<file path="src/rtl/mdio_mux_pkg.sv">
package mdio_mux_pkg;

    typedef enum logic [1:0] {
        S_IDLE,
        S_ADDR_FRAME,
        S_XFER_FRAME,
        S_DONE
    } eng_state_t;

    localparam logic [2:0] RA_PARAM    = 3'd0;
    localparam logic [2:0] RA_ADDR     = 3'd1;
    localparam logic [2:0] RA_CTRL     = 3'd2;
    localparam logic [2:0] RA_STAT     = 3'd3;
    localparam logic [2:0] RA_RDATA    = 3'd4;
    localparam logic [2:0] RA_RATE_INT = 3'd5;
    localparam logic [2:0] RA_RATE_EXT = 3'd6;
    localparam logic [2:0] RA_SCAN     = 3'd7;

    localparam int FP_PHY   = 16;
    localparam int FP_C45   = 21;
    localparam int FP_BUS   = 22;
    localparam int FP_INT   = 25;
    localparam int BUS_ID_W = 3;
    localparam int OWN_BIT  = 28;
    localparam int DVD_LSB  = 16;

    localparam logic [31:0] OPC_WRITE = 32'd1;
    localparam logic [31:0] OPC_READ  = 32'd2;

    // 32 frame bits after the preamble: start, opcode, port, register/device, turnaround, data
    function automatic logic [31:0] frame_word(logic [1:0] st, logic [1:0] op,
                                               logic [4:0] pa, logic [4:0] ra,
                                               logic [15:0] d);
        return {st, op, pa, ra, 2'b10, d};
    endfunction

endpackage

</file>
<file path="src/rtl/mdio_rate_div.sv">
module mdio_rate_div #(
    parameter int DIV_W = 8
) (
    input  logic             clk,
    input  logic             rst_n,
    input  logic             run,
    input  logic [DIV_W-1:0] divisor,
    input  logic [DIV_W-1:0] dividend,
    output logic             mdc,
    output logic             fall_tick,
    output logic             rise_tick
);
    localparam int PW = 2 * DIV_W + 1;
    localparam logic [PW-1:0] MIN_P = PW'(4);

    logic [PW-1:0] prod, period, half, cnt;

    assign prod   = PW'(divisor) * (PW'(dividend) + PW'(1));
    assign period = (prod < MIN_P) ? MIN_P : prod;
    assign half   = period >> 1;

    always_ff @(posedge clk or negedge rst_n) begin
        if (!rst_n)                       cnt <= '0;
        else if (!run)                    cnt <= '0;
        else if (cnt >= period - PW'(1))  cnt <= '0;
        else                              cnt <= cnt + PW'(1);
    end

    assign fall_tick = run && (cnt == '0);
    assign rise_tick = run && (cnt == half);
    assign mdc       = run && (cnt >= half);

    // MDC is low when a new bit is launched and high when it is sampled
    assert_launch_low_R7: assert property (@(posedge clk) disable iff (!rst_n)
        fall_tick |-> !mdc);
    assert_sample_high_R7: assert property (@(posedge clk) disable iff (!rst_n)
        rise_tick |-> (mdc && !fall_tick));
    assert_idle_low_R8: assert property (@(posedge clk) disable iff (!rst_n)
        !run |=> (cnt == '0));

endmodule

</file>
<file path="src/rtl/mdio_frame_fsm.sv">
module mdio_frame_fsm
    import mdio_mux_pkg::*;
(
    input  logic        clk,
    input  logic        rst_n,
    input  logic        start,
    input  logic        clear,
    input  logic        op_read,
    input  logic        c45,
    input  logic [4:0]  phy,
    input  logic [20:0] addr,
    input  logic [15:0] wdata,
    input  logic        fall_tick,
    input  logic        rise_tick,
    input  logic        mdi,
    output logic        run,
    output logic        idle,
    output logic        done,
    output logic        mdo,
    output logic        mdoe,
    output logic [15:0] rd_data
);
    eng_state_t state, nxt;

    logic [5:0]  idx;
    logic        rd_q, c45_q;
    logic [4:0]  phy_q;
    logic [20:0] addr_q;
    logic [15:0] wd_q;
    logic [31:0] frame;
    logic        last_bit, bit_val, release_bit;

    assign last_bit = rise_tick && (idx == 6'd63);

    always_comb begin
        nxt = state;
        unique case (state)
            S_IDLE:       if (start)    nxt = c45 ? S_ADDR_FRAME : S_XFER_FRAME;
            S_ADDR_FRAME: if (last_bit) nxt = S_XFER_FRAME;
            S_XFER_FRAME: if (last_bit) nxt = S_DONE;
            S_DONE:       if (clear)    nxt = S_IDLE;
            default:                    nxt = S_IDLE;
        endcase
    end

    always_ff @(posedge clk or negedge rst_n) begin
        if (!rst_n) state <= S_IDLE;
        else        state <= nxt;
    end

    assign run  = (state == S_ADDR_FRAME) || (state == S_XFER_FRAME);
    assign idle = (state == S_IDLE);
    assign done = (state == S_DONE);

    always_comb begin
        if (state == S_ADDR_FRAME)
            frame = frame_word(2'b00, 2'b00, phy_q, addr_q[20:16], addr_q[15:0]);
        else if (c45_q)
            frame = frame_word(2'b00, rd_q ? 2'b11 : 2'b01, phy_q, addr_q[20:16], wd_q);
        else
            frame = frame_word(2'b01, rd_q ? 2'b10 : 2'b01, phy_q, addr_q[4:0], wd_q);
    end

    assign bit_val     = idx[5] ? frame[~idx[4:0]] : 1'b1;
    assign release_bit = (state == S_XFER_FRAME) && rd_q && (idx >= 6'd46);

    always_ff @(posedge clk or negedge rst_n) begin
        if (!rst_n) begin
            idx     <= '0;
            rd_q    <= 1'b0;
            c45_q   <= 1'b0;
            phy_q   <= '0;
            addr_q  <= '0;
            wd_q    <= '0;
            mdo     <= 1'b1;
            mdoe    <= 1'b0;
            rd_data <= '0;
        end else begin
            if (idle && start) begin
                idx    <= '0;
                rd_q   <= op_read;
                c45_q  <= c45;
                phy_q  <= phy;
                addr_q <= addr;
                wd_q   <= wdata;
                if (op_read) rd_data <= '0;
            end
            if (run) begin
                if (fall_tick) begin
                    mdo  <= bit_val;
                    mdoe <= !release_bit;
                end
                if (rise_tick) begin
                    idx <= idx + 6'd1;
                    if ((state == S_XFER_FRAME) && rd_q && (idx >= 6'd48))
                        rd_data <= {rd_data[14:0], mdi};
                end
            end else begin
                mdo  <= 1'b1;
                mdoe <= 1'b0;
            end
        end
    end

    assert_done_hold_R3: assert property (@(posedge clk) disable iff (!rst_n)
        (done && !clear) |=> done);
    assert_busy_latch_R9: assert property (@(posedge clk) disable iff (!rst_n)
        (run && start) |=> ($stable(phy_q) && $stable(rd_q) && $stable(addr_q)));
    assert_read_release_R7: assert property (@(posedge clk) disable iff (!rst_n)
        (rise_tick && (state == S_XFER_FRAME) && rd_q && (idx >= 6'd46)) |-> !mdoe);

endmodule

</file>
<file path="src/rtl/mdio_bus_mux.sv">
module mdio_bus_mux #(
    parameter int GRP  = 4,
    parameter int ID_W = 3
) (
    input  logic            clk,
    input  logic            rst_n,
    input  logic            eng_mdc,
    input  logic            eng_mdo,
    input  logic            eng_mdoe,
    input  logic            sel_int,
    input  logic [ID_W-1:0] sel_id,
    input  logic            own_ext,
    input  logic            ext_mdc,
    input  logic            ext_mdo,
    input  logic            ext_mdoe,
    input  logic [2*GRP-1:0] mdio_i,
    output logic [2*GRP-1:0] mdc_o,
    output logic [2*GRP-1:0] mdio_o,
    output logic [2*GRP-1:0] mdio_oe_o,
    output logic            eng_mdi,
    output logic            ext_mdi
);
    localparam int NB = 2 * GRP;

    logic [NB-1:0] hit;

    for (genvar b = 0; b < NB; b++) begin : g_bus
        if (b < GRP) begin : g_int
            assign hit[b]       = sel_int && (sel_id == ID_W'(b));
            assign mdc_o[b]     = hit[b] & eng_mdc;
            assign mdio_o[b]    = hit[b] ? eng_mdo : 1'b1;
            assign mdio_oe_o[b] = hit[b] & eng_mdoe;
        end else begin : g_ext
            assign hit[b]       = !sel_int && own_ext && (sel_id == ID_W'(b - GRP));
            assign mdc_o[b]     = own_ext ? (hit[b] & eng_mdc) : ext_mdc;
            assign mdio_o[b]    = own_ext ? (hit[b] ? eng_mdo : 1'b1) : ext_mdo;
            assign mdio_oe_o[b] = own_ext ? (hit[b] & eng_mdoe) : ext_mdoe;
        end
    end

    assign eng_mdi = (|hit) ? |(hit & mdio_i) : 1'b1;
    assign ext_mdi = &mdio_i[NB-1:GRP];

    assert_one_bus_R1: assert property (@(posedge clk) disable iff (!rst_n)
        own_ext |-> $onehot0(mdc_o | mdio_oe_o));
    assert_int_quiet_R1: assert property (@(posedge clk) disable iff (!rst_n)
        !sel_int |-> ((mdc_o[GRP-1:0] | mdio_oe_o[GRP-1:0]) == '0));
    assert_ext_follow_R10: assert property (@(posedge clk) disable iff (!rst_n)
        !own_ext |-> (mdc_o[NB-1:GRP] == {GRP{ext_mdc}}));

endmodule

</file>
<file path="src/rtl/mdio_mux_master.sv">
module mdio_mux_master
    import mdio_mux_pkg::*;
#(
    parameter int GRP   = 4,
    parameter int DIV_W = 8
) (
    input  logic             clk,
    input  logic             rst_n,
    input  logic             reg_we,
    input  logic [2:0]       reg_addr,
    input  logic [31:0]      reg_wdata,
    output logic [31:0]      reg_rdata,
    input  logic [2*GRP-1:0] mdio_i,
    output logic [2*GRP-1:0] mdc_o,
    output logic [2*GRP-1:0] mdio_o,
    output logic [2*GRP-1:0] mdio_oe_o,
    input  logic             ext_mdc_i,
    input  logic             ext_mdo_i,
    input  logic             ext_mdoe_i,
    output logic             ext_mdi_o
);
    localparam int PARAM_W = FP_INT + 1;

    logic [PARAM_W-1:0]  param_q;
    logic [20:0]         addr_q;
    logic [31:0]         ctrl_q;
    logic [DIV_W-1:0]    int_div_q, int_dvd_q, ext_div_q, ext_dvd_q;
    logic                own_q, sel_int_q;
    logic [BUS_ID_W-1:0] sel_id_q;

    logic wr_ctrl, start, clear;
    logic eng_run, eng_idle, eng_done, eng_mdo, eng_mdoe, eng_mdi;
    logic mdc_raw, fall_tick, rise_tick;
    logic [15:0] rd_data;

    assign wr_ctrl = reg_we && (reg_addr == RA_CTRL);
    assign start   = wr_ctrl && ((reg_wdata == OPC_WRITE) || (reg_wdata == OPC_READ));
    assign clear   = wr_ctrl && (reg_wdata == 32'd0);

    always_ff @(posedge clk or negedge rst_n) begin
        if (!rst_n) begin
            param_q   <= '0;
            addr_q    <= '0;
            ctrl_q    <= '0;
            int_div_q <= '0;
            int_dvd_q <= '0;
            ext_div_q <= '0;
            ext_dvd_q <= '0;
            own_q     <= 1'b0;
            sel_int_q <= 1'b0;
            sel_id_q  <= '0;
        end else begin
            if (reg_we) begin
                unique case (reg_addr)
                    RA_PARAM:    param_q <= reg_wdata[PARAM_W-1:0];
                    RA_ADDR:     addr_q  <= reg_wdata[20:0];
                    RA_CTRL:     ctrl_q  <= reg_wdata;
                    RA_RATE_INT: begin
                        int_div_q <= reg_wdata[DIV_W-1:0];
                        int_dvd_q <= reg_wdata[DVD_LSB +: DIV_W];
                    end
                    RA_RATE_EXT: begin
                        ext_div_q <= reg_wdata[DIV_W-1:0];
                        ext_dvd_q <= reg_wdata[DVD_LSB +: DIV_W];
                    end
                    RA_SCAN:     own_q <= reg_wdata[OWN_BIT];
                    default: ;
                endcase
            end
            if (start && eng_idle) begin
                sel_int_q <= param_q[FP_INT];
                sel_id_q  <= param_q[FP_BUS +: BUS_ID_W];
            end
        end
    end

    always_comb begin
        reg_rdata = '0;
        unique case (reg_addr)
            RA_PARAM:    reg_rdata = 32'(param_q);
            RA_ADDR:     reg_rdata = 32'(addr_q);
            RA_CTRL:     reg_rdata = ctrl_q;
            RA_STAT:     reg_rdata = {31'd0, eng_done};
            RA_RDATA:    reg_rdata = {16'd0, rd_data};
            RA_RATE_INT: reg_rdata = (32'(int_dvd_q) << DVD_LSB) | 32'(int_div_q);
            RA_RATE_EXT: reg_rdata = (32'(ext_dvd_q) << DVD_LSB) | 32'(ext_div_q);
            RA_SCAN:     reg_rdata = 32'(own_q) << OWN_BIT;
            default:     reg_rdata = '0;
        endcase
    end

    mdio_rate_div #(.DIV_W(DIV_W)) u_div (
        .clk       (clk),
        .rst_n     (rst_n),
        .run       (eng_run),
        .divisor   (sel_int_q ? int_div_q : ext_div_q),
        .dividend  (sel_int_q ? int_dvd_q : ext_dvd_q),
        .mdc       (mdc_raw),
        .fall_tick (fall_tick),
        .rise_tick (rise_tick)
    );

    mdio_frame_fsm u_fsm (
        .clk       (clk),
        .rst_n     (rst_n),
        .start     (start),
        .clear     (clear),
        .op_read   (reg_wdata == OPC_READ),
        .c45       (param_q[FP_C45]),
        .phy       (param_q[FP_PHY +: 5]),
        .addr      (addr_q),
        .wdata     (param_q[15:0]),
        .fall_tick (fall_tick),
        .rise_tick (rise_tick),
        .mdi       (eng_mdi),
        .run       (eng_run),
        .idle      (eng_idle),
        .done      (eng_done),
        .mdo       (eng_mdo),
        .mdoe      (eng_mdoe),
        .rd_data   (rd_data)
    );

    mdio_bus_mux #(.GRP(GRP), .ID_W(BUS_ID_W)) u_mux (
        .clk       (clk),
        .rst_n     (rst_n),
        .eng_mdc   (mdc_raw),
        .eng_mdo   (eng_mdo),
        .eng_mdoe  (eng_mdoe),
        .sel_int   (sel_int_q),
        .sel_id    (sel_id_q),
        .own_ext   (own_q),
        .ext_mdc   (ext_mdc_i),
        .ext_mdo   (ext_mdo_i),
        .ext_mdoe  (ext_mdoe_i),
        .mdio_i    (mdio_i),
        .mdc_o     (mdc_o),
        .mdio_o    (mdio_o),
        .mdio_oe_o (mdio_oe_o),
        .eng_mdi   (eng_mdi),
        .ext_mdi   (ext_mdi_o)
    );

    assert_clear_done_R3: assert property (@(posedge clk) disable iff (!rst_n)
        (eng_done && clear) |=> !eng_done);
    assert_bad_code_R2: assert property (@(posedge clk) disable iff (!rst_n)
        (eng_idle && wr_ctrl && !start) |=> eng_idle);

endmodule

</file>
<file path="config.mk">
export PLATFORM = sky130hd
export DESIGN_NAME = mdio_mux_master
export DESIGN_NICKNAME = d
export VERILOG_FILES = /design/src/rtl/mdio_mux_pkg.sv /design/src/rtl/mdio_rate_div.sv /design/src/rtl/mdio_frame_fsm.sv /design/src/rtl/mdio_bus_mux.sv /design/src/rtl/mdio_mux_master.sv
export SDC_FILE = /design/constraint.sdc
export NUM_CORES = 1
export LEC_CHECK = 0
export ABC_AREA = 1
export BUFFER_PORTS_ARGS = -buffer_cell sky130_fd_sc_hd__buf_2
export CAP_MARGIN = 10
export CORE_MARGIN = 1.5
export CORE_UTILIZATION = 40
export CTS_BUF_LIST = sky130_fd_sc_hd__clkbuf_16
export CTS_CLUSTER_SIZE = 24
export DETAILED_ROUTE_END_ITERATION = 10
export PLACE_DENSITY = 0.56
export SLEW_MARGIN = 20
export SYNTH_ARGS = -nofsm -noshare
export SYNTH_HDL_FRONTEND = slang
export SYNTH_HIERARCHICAL = 1
export SYNTH_SLANG_ARGS = --single-unit
</file>
<file path="constraint.sdc">
create_clock -name clk -period 7.78 [get_ports clk]
set_input_delay 0.778 -clock clk [delete_from_list [all_inputs] [get_ports clk]]
set_output_delay 0.778 -clock clk [all_outputs]
set_load 0.1 [all_outputs]
</file>
==> impl_summary.txt <==
----------------------------------------------------
[Power and ir drop]
  Clock power frac ... 0.183
  Internal Dissipation ... 0.00295 W
  Leakage ... 8.93 nW
  Switching Share ... 0.451
  Maximum vdd drop ... 0.190 mV
  Power Dens Cells ... 312 nW/um^2
  Combinational group share of total power ... 0.584
  Power share of the sequential group ... 0.234
  Sum of internal, switching and leakage power ... 0.00537 W
  Switching component of the power ... 0.00242 W

[Place]
  Port Buffers ... 105
  Total placed instance area ... 15800 um^2
  Placed cell count ... 2489
  Global placer's final weighted congestion ... 0.906
  Dpl hpwl ... 30.4 mm

[Routing]
  DR pass1 iterations ... 5
  Remaining antenna violation count ... 0
  Routed Wire Length ... 41.4 mm
  Final routed DRC violation total ... 0
  Via Count ... 13100
  Detailed-route wire length per cell ... 16.2 um
  Via count normalized by instance count ... 5.12
  Starting DRC count in detailed routing ... 917

[Global route]
  First-pass GRT wire length ... 67.5 mm
  Overflow left after global routing ... 0
  Initial antenna violation count ... 1
  Largest net degree at the start of global routing ... 78
  Via count of the first global-routing pass ... 12900
  Total global routing track utilization ... 0.233

[Clocking]
  Max Buffers Root-to-Sink ... 3
  CTS tree ... yes
  CTS Sinks ... 203
  Clock-pin transition on the worst setup and hold timing paths ... 60 ps
  Post-cts hold buffer count ... 0
  Depth of the CTS H-tree ... 1
  Worst-skew pair later-pin latency ... 500 ps
  Root buffer cell ... sky130_fd_sc_hd__clkbuf_16
  Number of buffers inserted during clock tree synthesis ... 22

[Synth]
  Count of mapped cells out of synthesis ... 1928
  Most common cell in the netlist ... sky130_fd_sc_hd__nand2_1
  Synthesized cell area ... 14200 um^2
  Post-synthesis sequential element count ... 203
  Synth top area share ... 0.355
  Ranking of synthesized cells by area ... sky130_fd_sc_hd__dfrtp_1 (36%), sky130_fd_sc_hd__nand2_1 (14%), sky130_fd_sc_hd__inv_1 (7.7%)
  Count of different cell masters after synthesis ... 50
  Total nets after synthesis ... 2100
  Mean post-synth cell area ... 7.38 um^2
  Cell type with the largest total area after synthesis ... sky130_fd_sc_hd__dfrtp_1
  Yosys warnings ... 6
  Sequential cell area fraction in the yosys report ... 0.357
  Most used flip-flop cell after synthesis ... sky130_fd_sc_hd__dfrtp_1
  Number of synthesized flops with an enable pin ... 0
  Share of flip-flops with an asynchronous set or reset after synthesis ... 1.00
  Top cell types by occurrence after synthesis ... sky130_fd_sc_hd__nand2_1 (540), sky130_fd_sc_hd__inv_1 (290), sky130_fd_sc_hd__dfrtp_1 (202), sky130_fd_sc_hd__o21ai_0 (173), sky130_fd_sc_hd__nor2_1 (156)

[Critical path]
  Cell class contributing the biggest share of worst-path delay ... adder cells
  Levels on crit path ... 43
  Top fanout value on the critical path ... 8
  Worst R2R Path Depth ... 44
  CP max stage delay ... 520 ps
  Worst path buffer plus inverter count ... 9
  Worst R2R Start ... sel_int_q
  Cell mode on critical path ... sky130_fd_sc_hd__inv_2
  Minimum setup slack among reg-to-reg paths ... 410 ps
  Critical path's slowest cell ... sky130_fd_sc_hd__fa_1
  Reg-to-reg endpoint ... u_div/cnt[14]
  Critical setup path kind ... reg -> out
  Critical Path Sink Type ... primary output
  Crit path required time ... 7000 ps
  Capturing element of the worst setup path ... mdc_o[7]
  First element of the critical path ... sel_int_q
  Signal arrival time at the worst endpoint ... 6980 ps
  Worst setup SP type ... flop

[Timing]
  Worst hold slack ... 302 ps
  Setup repair after global routing missed its margin ... true
  Peak clock frequency supported by timing ... 129 MHz
  Final-layout setup total negative slack ... 0 ps
  Transition time at the pin with the least slew margin ... 991 ps
  Final count of negative-setup-slack endpoints ... 0
  Relative slew margins ... 0.338
  Ratio of final minimum period to clock period ... 0.997
  Shortest clock period the worst path allows after layout ... 7750 ps
  Clock Skew ... 6.82 ps
  Final hold viol count ... 0
  Number of max-slew violations in the final report ... 0

[Floorplan]
  Number of rows in the core area ... 68
  Full die area ... 36700 um^2
  I/O pin count ... 106
  Initial core utilization ... 0.409
  Placeable core region ... 34800 um^2
  Vertical extent of the die ... 192 um
  X dimension of the die ... 192 um

[Layout]
  Area of all placed cells without fillers ... 17200 um^2
  Layout overhead on the synthesized area ... 21.0%
  Post-route insts no fill ... 2556
  Layout cell share with drive strength beyond 1 ... 0.198
  Number of diodes added for antenna fixing ... 0
  Final Net Count ... 2258

[Hold path]
  Hold Path Class ... in -> async

[Status]
  Outcome ... completed

[Flow run]
  Max-cap check violation count ... 0

----------------------------------------------------
[stage by stage]
step	util	worst slack [ps]
floorplan	-	4.85
global placement	0.455	125
detailed placement	0.455	-6.29
CTS	0.488	-12.7
global route	0.495	-368
finish	0.495	25.4
[how the worst min path moves through the flow]
stage                    from          endpoint  slack, ps  cells after the start
6_report                rst_n      u_fsm/idx[1]        300                      1
5_1_grt                 rst_n    u_fsm/wd_q[13]        350                      1
4_1_cts                 rst_n  u_fsm/addr_q[12]        340                      1
3_3_place_gp   u_fsm/wd_q[15]    u_fsm/wd_q[15]        460                      2
3_5_place_dp   u_fsm/wd_q[15]    u_fsm/wd_q[15]        460                      2
2_1_floorplan  u_fsm/wd_q[15]    u_fsm/wd_q[15]        440                      2
[metal layers]
metal | GRT usage | vias up | wire, um
met4 | 0.0562 | 2 | 891
met2 | 0.365 | 372 | 18100
met1 | 0.336 | 6215 | 19800
met5 | 0 | - | 11
li1 | - | 6457 | -
met3 | 0.0367 | 51 | 2550
[placed cells by master (no fill, tap or decap), types with 3 or more instances in the layout]
master / count
sky130_fd_sc_hd__a21oi_1: 34
sky130_fd_sc_hd__a21oi_2: 4
sky130_fd_sc_hd__buf_12: 12
sky130_fd_sc_hd__buf_2: 96
sky130_fd_sc_hd__buf_4: 86
sky130_fd_sc_hd__clkbuf_16: 23
sky130_fd_sc_hd__clkinv_1: 4
sky130_fd_sc_hd__dfrtp_1: 201
sky130_fd_sc_hd__fa_1: 41
sky130_fd_sc_hd__ha_1: 65
sky130_fd_sc_hd__ha_4: 15
sky130_fd_sc_hd__inv_1: 277
sky130_fd_sc_hd__inv_2: 31
sky130_fd_sc_hd__mux2_2: 6
sky130_fd_sc_hd__nand2_1: 512
sky130_fd_sc_hd__nand2_2: 37
sky130_fd_sc_hd__nand2_4: 14
sky130_fd_sc_hd__nand3_1: 97
sky130_fd_sc_hd__nand3_2: 12
sky130_fd_sc_hd__nand4_1: 49
sky130_fd_sc_hd__nor2_1: 135
sky130_fd_sc_hd__nor2_2: 19
sky130_fd_sc_hd__nor2_4: 16
sky130_fd_sc_hd__nor3_1: 17
sky130_fd_sc_hd__nor3_2: 5
sky130_fd_sc_hd__nor4_1: 9
sky130_fd_sc_hd__nor4_2: 3
sky130_fd_sc_hd__o2111ai_1: 4
sky130_fd_sc_hd__o211ai_1: 5
sky130_fd_sc_hd__o21ai_0: 164
sky130_fd_sc_hd__o21ai_1: 28
sky130_fd_sc_hd__o21ai_4: 8
sky130_fd_sc_hd__o21bai_1: 6
sky130_fd_sc_hd__xnor2_1: 4
sky130_fd_sc_hd__xor2_1: 17
[power groups by stage]
stage	logic [W]	registers (W)	clock network, W
after floorplan	0.00196	0.00124	0
after global placement	0.00276	0.00127	0
after detailed placement	0.00278	0.00127	0
after CTS	0.00299	0.00125	0.000999
after global routing	0.00351	0.00127	0.00104
final	0.00313	0.00125	0.000982
[timing repair]
item	in CTS	in global routing
endpoints found under the hold margin	0	0
resized for setup	80	53
endpoints found under the setup margin	8	17
buffers inserted	24	5
pin swaps	51	59
[logic make-up (layout without fill, tap and decap cells)]
| logic type | after synthesis | in the layout | share of synthesized area |
|---|---|---|---|
| AOI/OAI and AO/OA | 270 | 270 | 0.102 |
| xor gates and xnor gates | 24 | 24 | 0.0153 |
| adders and majority gates | 123 | 123 | 0.130 |
| buffers and inverters | 364 | 537 | 0.103 |
| DFF | 203 | 203 | 0.357 |
| muxes | 7 | 7 | 0.00545 |
| and+or+nand+nor | 937 | 937 | 0.287 |
[flip-flops by register name (all words and copies together) (netlist names), 16 cells and up]
signal	cells
addr_q	21
ctrl_q	32
param_q	26
u_div/cnt	17
u_fsm/addr_q	21
u_fsm/rd_data	16
u_fsm/wd_q	16
[area by class of cell]
cell class,instances,area [um^2]
timing repair buffer,197,1400
tap,455,569
multi-input combinational,1361,8350
clock buffer,23,576
inverter,301,1140
clock inverter,16,87.6
sequential,203,5080
fill,3493,17600
(Power assumes the default switching activity.)
